**config.mk**
```make
export PLATFORM = sky130hd
export DESIGN_NAME = fpx_status_trap
export DESIGN_NICKNAME = d
export VERILOG_FILES = /design/src/rtl/fpx_pkg.sv /design/src/rtl/fpx_cause_gen.sv /design/src/rtl/fpx_trap_sel.sv /design/src/rtl/fpx_status_trap.sv
export SDC_FILE = /design/constraint.sdc
export NUM_CORES = 1
export LEC_CHECK = 0
export CORE_UTILIZATION = 39
export CTS_CLUSTER_DIAMETER = 80
export CTS_CLUSTER_SIZE = 14
export DETAILED_ROUTE_END_ITERATION = 10
export HOLD_SLACK_MARGIN = 0.12
export PLACE_DENSITY = 0.79
export SYNTH_ARGS = -nofsm -noshare
export SYNTH_HDL_FRONTEND = slang
export SYNTH_SLANG_ARGS = --single-unit
```
**constraint.sdc**
```tcl
create_clock -name clk -period 1.1 [get_ports clk]
set_input_delay 0.11 -clock clk [delete_from_list [all_inputs] [get_ports clk]]
set_output_delay 0.11 -clock clk [all_outputs]
set_load 0.005 [all_outputs]
```
**src/rtl/fpx_pkg.sv**
```systemverilog
package fpx_pkg;
    localparam int RM_W    = 2;
    localparam int FLAG_W  = 5;
    localparam int CAUSE_W = FLAG_W + 1;
    localparam int CODE_W  = $clog2(CAUSE_W + 1);
    localparam int CSR_W   = 1 + CAUSE_W + FLAG_W + FLAG_W + RM_W;

    typedef struct packed {
        logic                dn;
        logic [CAUSE_W-1:0]  cause;
        logic [FLAG_W-1:0]   en;
        logic [FLAG_W-1:0]   flag;
        logic [RM_W-1:0]     rm;
    } fpx_csr_t;
endpackage

```
**src/rtl/fpx_cause_gen.sv**
```systemverilog
module fpx_cause_gen
    import fpx_pkg::*;
(
    input  logic               dn,
    input  logic               denorm,
    input  logic               inv,
    input  logic               dz,
    input  logic               ovf,
    input  logic               unf,
    input  logic               inx,
    output logic [CAUSE_W-1:0] cause
);
    always_comb begin
        cause = {(denorm & ~dn), inv, dz, ovf, unf, (inx | ovf | unf)};
    end
endmodule

```
**src/rtl/fpx_trap_sel.sv**
```systemverilog
module fpx_trap_sel
    import fpx_pkg::*;
(
    input  logic               valid,
    input  logic [CAUSE_W-1:0] cause,
    input  logic [FLAG_W-1:0]  en,
    input  logic               may_ovf,
    input  logic               may_unf,
    input  logic               may_inx,
    output logic               hit,
    output logic [CODE_W-1:0]  code
);
    logic [CAUSE_W-1:0] arm;

    // Bits [CAUSE_W-1:3] use the actual event; the lower three use hints.
    always_comb begin
        arm = '0;
        arm[CAUSE_W-1] = cause[CAUSE_W-1];
        arm[4] = en[4] & cause[4];
        arm[3] = en[3] & cause[3];
        arm[2] = en[2] & may_ovf;
        arm[1] = en[1] & may_unf;
        arm[0] = en[0] & may_inx;
        if (!valid) arm = '0;
    end

    // Higher bit index has higher priority and a lower code.
    always_comb begin
        code = '0;
        for (int i = 0; i < CAUSE_W; i++) begin
            if (arm[i]) code = CODE_W'(CAUSE_W - i);
        end
        hit = |arm;
    end
endmodule

```
**src/rtl/fpx_status_trap.sv**
```systemverilog
module fpx_status_trap
    import fpx_pkg::*;
(
    input  logic              clk,
    input  logic              rst_n,
    input  logic              op_valid,
    input  logic              op_inv,
    input  logic              op_dz,
    input  logic              op_ovf,
    input  logic              op_unf,
    input  logic              op_inx,
    input  logic              op_may_ovf,
    input  logic              op_may_unf,
    input  logic              op_may_inx,
    input  logic              op_denorm,
    input  logic              csr_we,
    input  logic [CSR_W-1:0]  csr_wdata,
    output logic [CSR_W-1:0]  csr_rdata,
    output logic              trap_req,
    output logic [CODE_W-1:0] trap_code
);
    typedef struct packed {
        fpx_csr_t            csr;
        logic                trap;
        logic [CODE_W-1:0]   code;
    } state_t;

    state_t             st_d, st_q;
    logic [CAUSE_W-1:0] new_cause;
    logic               hit;
    logic [CODE_W-1:0]  hit_code;

    fpx_cause_gen u_cause (
        .dn     (st_q.csr.dn),
        .denorm (op_denorm),
        .inv    (op_inv),
        .dz     (op_dz),
        .ovf    (op_ovf),
        .unf    (op_unf),
        .inx    (op_inx),
        .cause  (new_cause)
    );

    fpx_trap_sel u_sel (
        .valid   (op_valid),
        .cause   (new_cause),
        .en      (st_q.csr.en),
        .may_ovf (op_may_ovf),
        .may_unf (op_may_unf),
        .may_inx (op_may_inx),
        .hit     (hit),
        .code    (hit_code)
    );

    always_comb begin
        st_d      = st_q;
        st_d.trap = 1'b0;
        st_d.code = '0;
        if (csr_we) st_d.csr = fpx_csr_t'(csr_wdata);
        if (op_valid) begin
            st_d.csr.cause = new_cause;
            st_d.csr.flag  = st_q.csr.flag | new_cause[FLAG_W-1:0];
            st_d.trap      = hit;
            st_d.code      = hit_code;
        end
    end

    always_ff @(posedge clk or negedge rst_n) begin
        if (!rst_n) st_q <= '0;
        else        st_q <= st_d;
    end

    assign csr_rdata = st_q.csr;
    assign trap_req  = st_q.trap;
    assign trap_code = st_q.code;
endmodule

```
Yosys cells after proc, flatten, opt, wreduce, memory -nomap -nowiden
Index checks and enable logic that the tools add are counted.
{ "totals": {"input_bits": 32, "wordCells": 30, "regBits": 23, "out_inout_bits": 23} }
{ "classes": {"n_reduce_logical": 2, "muxes": 11, "n_bitwise": 10} }
{ "op_table": {"columns": ["operator", "n"], "rows": [
  ["18-bit two-way mux", 1],
  ["3-bit two-way mux", 6],
  ["6-bit two-way mux", 2],
  ["1-bit AND", 6],
  ["6-bit OR reduction", 1],
  ["5-bit two-way mux", 1],
  ["5-bit OR", 1],
  ["4-bit two-way mux", 1],
  ["1-bit OR", 2],
  ["2-bit nonzero test", 1],
  ["1-bit inverter", 1]
]} }

Logic depth before layout (Yosys ltp)
Gate-level depths: netlist of run 1.
{ "logic_depth": {"ltp_word": 10, "mapped_depth": 4, "depth_no_buf": 3} }

Cells and area by module
A second synthesis of run 1 with hierarchy kept.
{ "unflattened": {"hier_cells": 94, "hier_area_um2": 1107.3} }
{ "by_module_without_submodules": {"columns": ["module", "seq_area_each_um2", "area_each_um2", "cells_per_inst", "instances"], "rows": [
  ["fpx_status_trap", 575.6, 963.4, 72, 1],
  ["fpx_trap_sel", 0.0, 101.3, 16, 1],
  ["fpx_cause_gen", 0.0, 42.5, 6, 1]
]} }

Least setup slack after synthesis of run 1
OpenSTA, ideal clock, no wires.
{ "synth_path": {"path_kind": "register to register", "start": "register st_q (netlist bit csr_rdata[18])", "end": "register st_q (netlist bit csr_rdata[17])", "required_ns": 1.016, "path_stages_with_launch": 4, "setup_ns": 0.084, "path_slack_ns": 0.158, "t_arrival_ns": 0.858, "path_buffers": 0, "synth_period_minus_slack_ns": 0.942, "path_cell_list": "dfrtp_1 nor2b_2 nand2b_1 a21boi_0"} }
{ "synth_via": {"elab_chain_cells": 3} }
{ "synth_rtl": {"columns": ["element", "line", "text"], "rows": [
  ["from (decl)", "fpx_status_trap.sv:28", "state_t st_d, st_q;"],
  ["from (signal assigned)", "fpx_status_trap.sv:70", "else st_q <= st_d;"],
  ["1-bit inverter", "fpx_cause_gen.sv:14", "cause = {(denorm & ~dn), inv, dz, ovf, unf, (inx | ovf | unf)};"],
  ["1-bit AND", "fpx_cause_gen.sv:14", null],
  ["6-bit two-way mux", "fpx_status_trap.sv:60", "if (op_valid) begin"]
]} }
No other way between the ends.
A chain may end at the register's enable or synchronous reset.

==> qor_table.md, run 1 <==
| Quantity | This run |
| --- | --- |
| Outcome | completed |
| Register-to-register setup slack | 0.01 ns |
| Slew HR | 84.1% |
| Horizontal extent of the die | 54.0 µm |
| Effective utilization at floorplan | 41.9% |
| Final WL | 2870 µm |
| Worst-path fanout max | 3 |
| Most frequent cells in the layout | clkdlybuf4s50_1 (31), dfrtp_1 (23), buf_4 (23) |
| Area occupied by multi-input gates | 454 µm² |
| Seq cells post-synth | 23 |
| Iter 0 DRT Violations | 5 |
| Leading cell type in the layout, fill and taps excluded | clkdlybuf4s50_1 |
| Final worst-path setup slack | 0.00982 ns |
| Final antenna-violating net count | 0 |
| GR met2 Demand/Resource | 37.9% |
| Max rail drop VDD | 0.988 mV |
| DRC viols | 0 |
| Final worst-path cycle share | 99.1% |
| Final worst hold slack | 0.391 ns |
| Number of antenna repair diodes | 0 |
| Clock transition at the registers of the reported paths | 0.13 ns |
| Number of endpoints with negative hold slack in the final report | 0 |
| Routed via count divided by cell count | 4.92 |
| Met3 layer usage reported by global route | 4.24% |
| Count of endpoints failing setup in the final report | 0 |
| CP Class | reg2reg |
| Pwr Density | 1050 nW/µm² |
| Worst Reg-to-Reg Cells | 4 |
| Kind of launch point of the worst setup path | register |
| Number of global-route vias before repair | 1015 |
| Placement Rows | 18 |
| P&R area growth vs syn | 78.6% |
| RSZ-0062 raised after global routing | yes |
| Total GRT Usage | 21.5% |
| Sequential share of the synthesized area | 54.5% |
| Total chip power | 1.97 mW |
| Largest net degree at the start of global routing | 24 |
| Max Root-Sink Buffers | 2 |
| Overflow left after global routing | 0 |
| Wire length of the first global-routing pass | 4330 µm |
| Sink count of the clock tree | 23 |
| Worst skew pair latency | 0.32 ns |
| Synthesized area per cell | 12.0 µm² |
| Endpoint kind of the worst setup timing path | register |
| Area of the placeable core | 2520 µm² |
| First-pass detailed-route iteration total | 6 |
| Count of yosys warnings during synthesis | 0 |
| I/O pins | 55 |
| Pre-CTS setup slack | -0.260 ns |
| Number of fill cells in the layout | 189 |
| Critical register-to-register path endpoint | trap_code[2] |
| Met1 Use GR | 24.6% |
| Gate count after technology mapping | 88 |
| Footprint of the flip-flops and latches | 576 µm² |
| Critical path capture point | trap_code[2] |
| Die Footprint | 2920 µm² |
| Routed length per instance | 14.3 µm |
| Worst r2r src | csr_rdata[8] |
| Maxcap violations | 0 |
| Synth Net Count | 120 |
| Clock root cell | clkbuf_4 |
| Level count of the clock H-tree | 1 |
| Critical Path AT | 1.32 ns |
| Crit. Startpoint | csr_rdata[8] |
| GPL Wtd Cong | 0.724 |
| Leak Pwr | 0.836 nW |
| Peak-usage layer in the global routing report | met2 |
| Fraction of final layout cells with drive strength greater than 1 | 28.8% |
| Number of buffers inserted by port buffering | 54 |
| Number of antenna violations at the first check in global routing | 0 |
| Required arrival time at the worst endpoint | 1.33 ns |
| Estimated wirelength of the detail-placed design | 1990 µm |
| Final min period | 1.09 ns |
| Hold WC Path Type | in2reg |
| Maximum achievable frequency | 917 MHz |
| Number of slew-limit violations in the final report | 0 |
| Clock tree from TritonCTS | built |
| Skew final | 0.0144 ns |
| Distinct cell type count of the synthesized netlist | 26 |
| Synth Cell Area | 1060 µm² |
| Total vias in the final route | 983 |
| Slew at the pin with the worst max-slew slack | 0.236 ns |
| Die outline height | 54.0 µm |
| Num CTS Buffers | 3 |
| NumNets Final | 203 |
[worst min path at each step]
stage                        startpoint       endpoint  depth (start not counted)
after floorplan                   rst_n   csr_rdata[0]                          0
after global placement            rst_n  csr_rdata[15]                          2
after detailed placement          rst_n  csr_rdata[13]                          2
after CTS                 csr_wdata[18]  csr_rdata[18]                          2
after global routing       csr_wdata[8]   csr_rdata[8]                          2
final                     csr_wdata[18]  csr_rdata[18]                          2
[area by class of cell]
| cell class | count | area share (%) |
|---|---|---|
| clock inverter | 1 | 0.265 |
| tap | 30 | 1.99 |
| multi-input combinational | 59 | 24.1 |
| timing repair buffer | 83 | 41.7 |
| sequential | 23 | 30.5 |
| inverter | 1 | 0.199 |
| clock buffer | 3 | 1.19 |
[routing by layer]
layer,wire length [µm],share of wire [%],vias up
met4,46,1.6,0
met1,1140,40,460
met5,0,0,-
li1,-,-,478
met3,206,7.2,5
met2,1470,51,40
[sequential cells by signal, summed over array words and instances, names as in the netlist]
name       count
trap_req       1
trap_code      3
csr_rdata     19
[through the flow]
stage	cell area (µm²)	cells	setup TNS, ns	utilization (%)
CTS	1810	196	0	71.8
finish	1890	200	0	74.8
floorplan	1060	88	0	-
global placement	1690	178	-3.04	66.9
global route	1890	200	-0.0902	74.8
detailed placement	1690	178	-3.74	66.9
[kinds of logic (layout without fill, tap and decap cells)]
kind of cell	after synthesis	count (layout)	share of synthesized area (%)
AND/OR/NAND/NOR	24	24	12.3
flip-flops	23	23	54.5
AO/OA/AOI/OAI	19	19	12.7
multiplexers	16	16	16.1
buffers and inverters	6	88	4.38
[worst max-delay path: stages (launching register included)]
cell and delay [ns]:
dfrtp_1 0.40, buf_6 0.12, nand2_2 0.04, a21o_1 0.21, a221oi_2 0.23
[synthesized netlist by cell type, drive strengths merged]
cell type  instances  share of area [%]
a21boi             1               0.71
a21o               1               0.71
a21oi              5                2.4
a221oi             1                1.4
a22o               1               0.83
a32oi              1               0.83
buf                5                4.0
dfrtp             23                 55
inv                1               0.36
mux2               8                8.5
mux2i              8                7.6
nand2             12                4.3
nand2b             1               0.59
nor2               4                1.4
nor2b              2                1.4
nor3               4                2.4
nor4b              1                2.3
o211ai             1               0.71
o21ai              4                1.9
o22a               2                1.7
o2bb2ai            1               0.83
o31ai              1               0.71
[report_power, final]
part / internal (mW) / switching (mW) / leakage (nW)
combinational: 0.393 / 0.219 / 0.552
sequential: 0.925 / 0.0425 / 0.265
clock: 0.136 / 0.256 / 0.0177
total: 1.45 / 0.518 / 0.836
[repair_timing]
action	4_1_cts	5_1_grt
hold buffers	1	0
buffers inserted	13	4
pin swaps	1	1
hold endpoints to repair	13	0
gates resized for setup	32	23
endpoints found under the setup margin	23	18
No activity file was read; power rests on OpenSTA's default activity.
==> run 2: changes to the inputs <==
--- a/config.mk
+++ b/config.mk
@@ -5,6 +5,8 @@
 export SDC_FILE = /design/constraint.sdc
 export NUM_CORES = 1
 export LEC_CHECK = 0
+export ABC_AREA = 0
+export CAP_MARGIN = 20
 export CORE_UTILIZATION = 39
 export CTS_CLUSTER_DIAMETER = 80
 export CTS_CLUSTER_SIZE = 14
@@ -14,3 +16,4 @@
 export SYNTH_ARGS = -nofsm -noshare
 export SYNTH_HDL_FRONTEND = slang
 export SYNTH_SLANG_ARGS = --single-unit
+export TNS_END_PERCENT = 30
==> run 2 against run 1 <==
Non-clock buffer count fell by 5. Final cell count fell by 2.5%. Clock power rose by 1%. Maximum frequency fell by 0.54%. Sequential share of layout area rose by 0.73 points. Core utilization fell by 1.7 points. Critical path depth did not move. Combinational power fell by 4.1%. Clock skew rose by 0.0019 ns. Global-route usage did not move. Sequential power barely moved. First-iteration DRC count rose by 140%.
==> qor_table.md, run 2 (synthesized netlist as in run 1, its figures left out) <==
| Quantity | This run | Change |
| --- | --- | --- |
| Outcome | completed |  |
| Switching Share | 26.5% | +0.22 points |
| Pwr Density | 1060 nW/µm² | +1.3% |
| Footprint of the flip-flops and latches | 576 µm² | unchanged |
| Power share of the clock group | 20.3% | +0.4 points |
| Clock tree from TritonCTS | built |  |
| Area of the placeable core | 2520 µm² | unchanged |
| Total vias in the final route | 967 | -1.6% |
| Worst skew pair latency | 0.33 ns | about the same |
| Net switching power of the design | 517 µW | -0.22% |
| Die outline height | 54.0 µm | unchanged |
| Number of buffers inserted by port buffering | 54 | unchanged |
| Cell area after placement | 1690 µm² | unchanged |
| Area occupied by multi-input gates | 452 µm² | -0.55% |
| Cell Int Power | 1.44 mW | -1.3% |
| Final WL | 2840 µm | -1.0% |
| Maximum achievable frequency | 912 MHz | -0.54% |
| Final min period | 1.10 ns | +0.00589 ns |
| Cell Chain, Critical Path | buf_4 -> nand2_1 -> a21o_1 -> a221oi_2 |  |
| Horizontal extent of the die | 54.0 µm | unchanged |
| Leading cell type in the layout, fill and taps excluded | clkdlybuf4s50_1 |  |
| Overflow left after global routing | 0 | unchanged |
| Num CTS Buffers | 3 | unchanged |
| Die Footprint | 2920 µm² | unchanged |
| Max rail drop VDD | 0.996 mV | +0.81% |
| Fraction of final layout cells with drive strength greater than 1 | 26.1% | -2.8 points |
| Level count of the clock H-tree | 1 | unchanged |
| Estimated wirelength of the detail-placed design | 1990 µm | unchanged |
| CP Class | reg2reg |  |
| Slew at the pin with the worst max-slew slack | 0.228 ns | -0.00862 ns |
| Critical Path AT | 1.33 ns | about the same |
| Iter 0 DRT Violations | 12 | +7 |
| RSZ-0062 raised after global routing | yes |  |
| Number of fill cells in the layout | 199 | +5.3% |
| P&R area growth vs syn | 74.4% |  |
| Number of global-route vias before repair | 1017 | +0.20% |
| Largest net degree at the start of global routing | 24 | unchanged |
| Total GRT Usage | 21.5% | unchanged |
| Total chip power | 1.95 mW | -1.0% |
| Stage delay of the slowest cell on the critical path | 0.38 ns | -0.02 ns |
| Most frequent cells in the layout | clkdlybuf4s50_1 (31), dfrtp_1 (23), clkdlybuf4s15_1 (22) |  |
| Routed via count divided by cell count | 4.96 | +0.89% |
| Max stage delay cell, worst path | dfrtp_1 |  |
| Hold WC Path Type | in2reg |  |
| Effective utilization at floorplan | 41.9% | unchanged |
| Number of flip-flops under the largest register name | 19 | unchanged |
| Sink count of the clock tree | 23 | unchanged |
| Routed length per instance | 14.5 µm | +1.5% |
| Max Root-Sink Buffers | 2 | unchanged |
| Pre-CTS setup slack | -0.260 ns | unchanged |
| Final worst-path cycle share | 99.6% | +0.54 points |
| GPL Wtd Cong | 0.724 | unchanged |
| Leak Pwr | 0.812 nW | -2.8% |
| Endpoint kind of the worst setup timing path | register |  |
| Placement Rows | 18 | unchanged |
| Number of slew-limit violations in the final report | 0 | unchanged |
| Relative contribution of sequential cells to total power | 49.6% | +0.5 points |
| DRC viols | 0 | unchanged |
| Placed Cells incl. Taps | 178 | unchanged |
| Count of endpoints failing setup in the final report | 0 | unchanged |
| Final worst-path setup slack | 0.00393 ns | -0.00589 ns |
| Final antenna-violating net count | 0 | unchanged |
| Final instance count without filler cells | 195 | -2.5% |
| Slew HR | 84.7% | +0.58 points |
| Number of antenna repair diodes | 0 | unchanged |
| Number of endpoints with negative hold slack in the final report | 0 | unchanged |
| Skew final | 0.0162 ns | +0.00188 ns |
| Maxcap violations | 0 | unchanged |
| Clock root cell | clkbuf_4 |  |
| Combinational Power Share | 30.1% | -0.9 points |
| Kind of launch point of the worst setup path | register |  |
| Worst-path fanout max | 3 | unchanged |
| I/O pins | 55 | unchanged |
| Layout Cell Area excl Fill | 1840 µm² | -2.3% |
| Clock transition at the registers of the reported paths | 0.13 ns | about the same |
| Wire length of the first global-routing pass | 4330 µm | unchanged |
| First-pass detailed-route iteration total | 4 | -2 |
| Required arrival time at the worst endpoint | 1.33 ns | about the same |
| Number of antenna violations at the first check in global routing | 0 | unchanged |
| NumNets Final | 198 | -2.5% |
## run 2: worst paths after layout
check	endpoint	slack (ns)	depth (start not counted)	start
worst max-delay path	trap_code[2]	0.004	4	csr_rdata[8]
worst min register to register	csr_rdata[4]	0.50	1	csr_rdata[4]
worst max register to register	trap_code[2]	0.004	4	csr_rdata[8]
worst min-delay path	csr_rdata[18]	0.39	2	csr_wdata[18]
max in group asynchronous	csr_rdata[2]	0.27	3	rst_n
min in group asynchronous	csr_rdata[13]	0.67	3	rst_n
## run 2: repair_timing
item | in CTS | in global routing
pin swaps | 1 | 1
setup endpoints to repair | 23 | 18
hold buffers | 1 | 0
hold endpoints to repair | 13 | 0
setup buffers | 12 | 0
gates resized for setup | 32 | 21
## run 2: area by class of cell
type / instances / area share (%)
clock buffer: 3 / 1.22
tap: 30 / 2.04
multi-input combinational: 59 / 24.5
timing repair buffer: 78 / 40.5
inverter: 1 / 0.204
sequential: 23 / 31.2
clock inverter: 1 / 0.272
## run 2: critical path: cells and delay by family (launching register included)
family | cells | cell delay [ns]
flip-flops | 1 | 0.38
AO/OA/AOI/OAI | 2 | 0.44
AND/OR/NAND/NOR | 1 | 0.05
buffers and inverters | 1 | 0.13
## run 2: power by group through the flow
stage	Combinational, mW	Clock (mW)	Sequential [mW]
after global placement	0.513	0	0.991
after detailed placement	0.524	0	0.996
after global routing	0.637	0.441	0.980
after CTS	0.560	0.401	0.963
final	0.587	0.397	0.968
after floorplan	0.166	0	0.996
## run 2: through the flow
stage	TNS, ns	util, %	hold slack, ns
after global placement	-3.04	66.9	0.471
after CTS	0	71.5	0.393
after global routing	-0.0888	73.0	0.391
after floorplan	0	-	-0.186
final	0	73.0	0.388
after detailed placement	-3.74	66.9	0.474
## run 2: metal layers
layer	share of wire, %	global-route usage, %	vias up
met5	0	0	-
met4	1.9	10.7	0
met3	7.6	4.24	7
met1	40	24.6	449
li1	-	-	467
met2	50	37.9	44
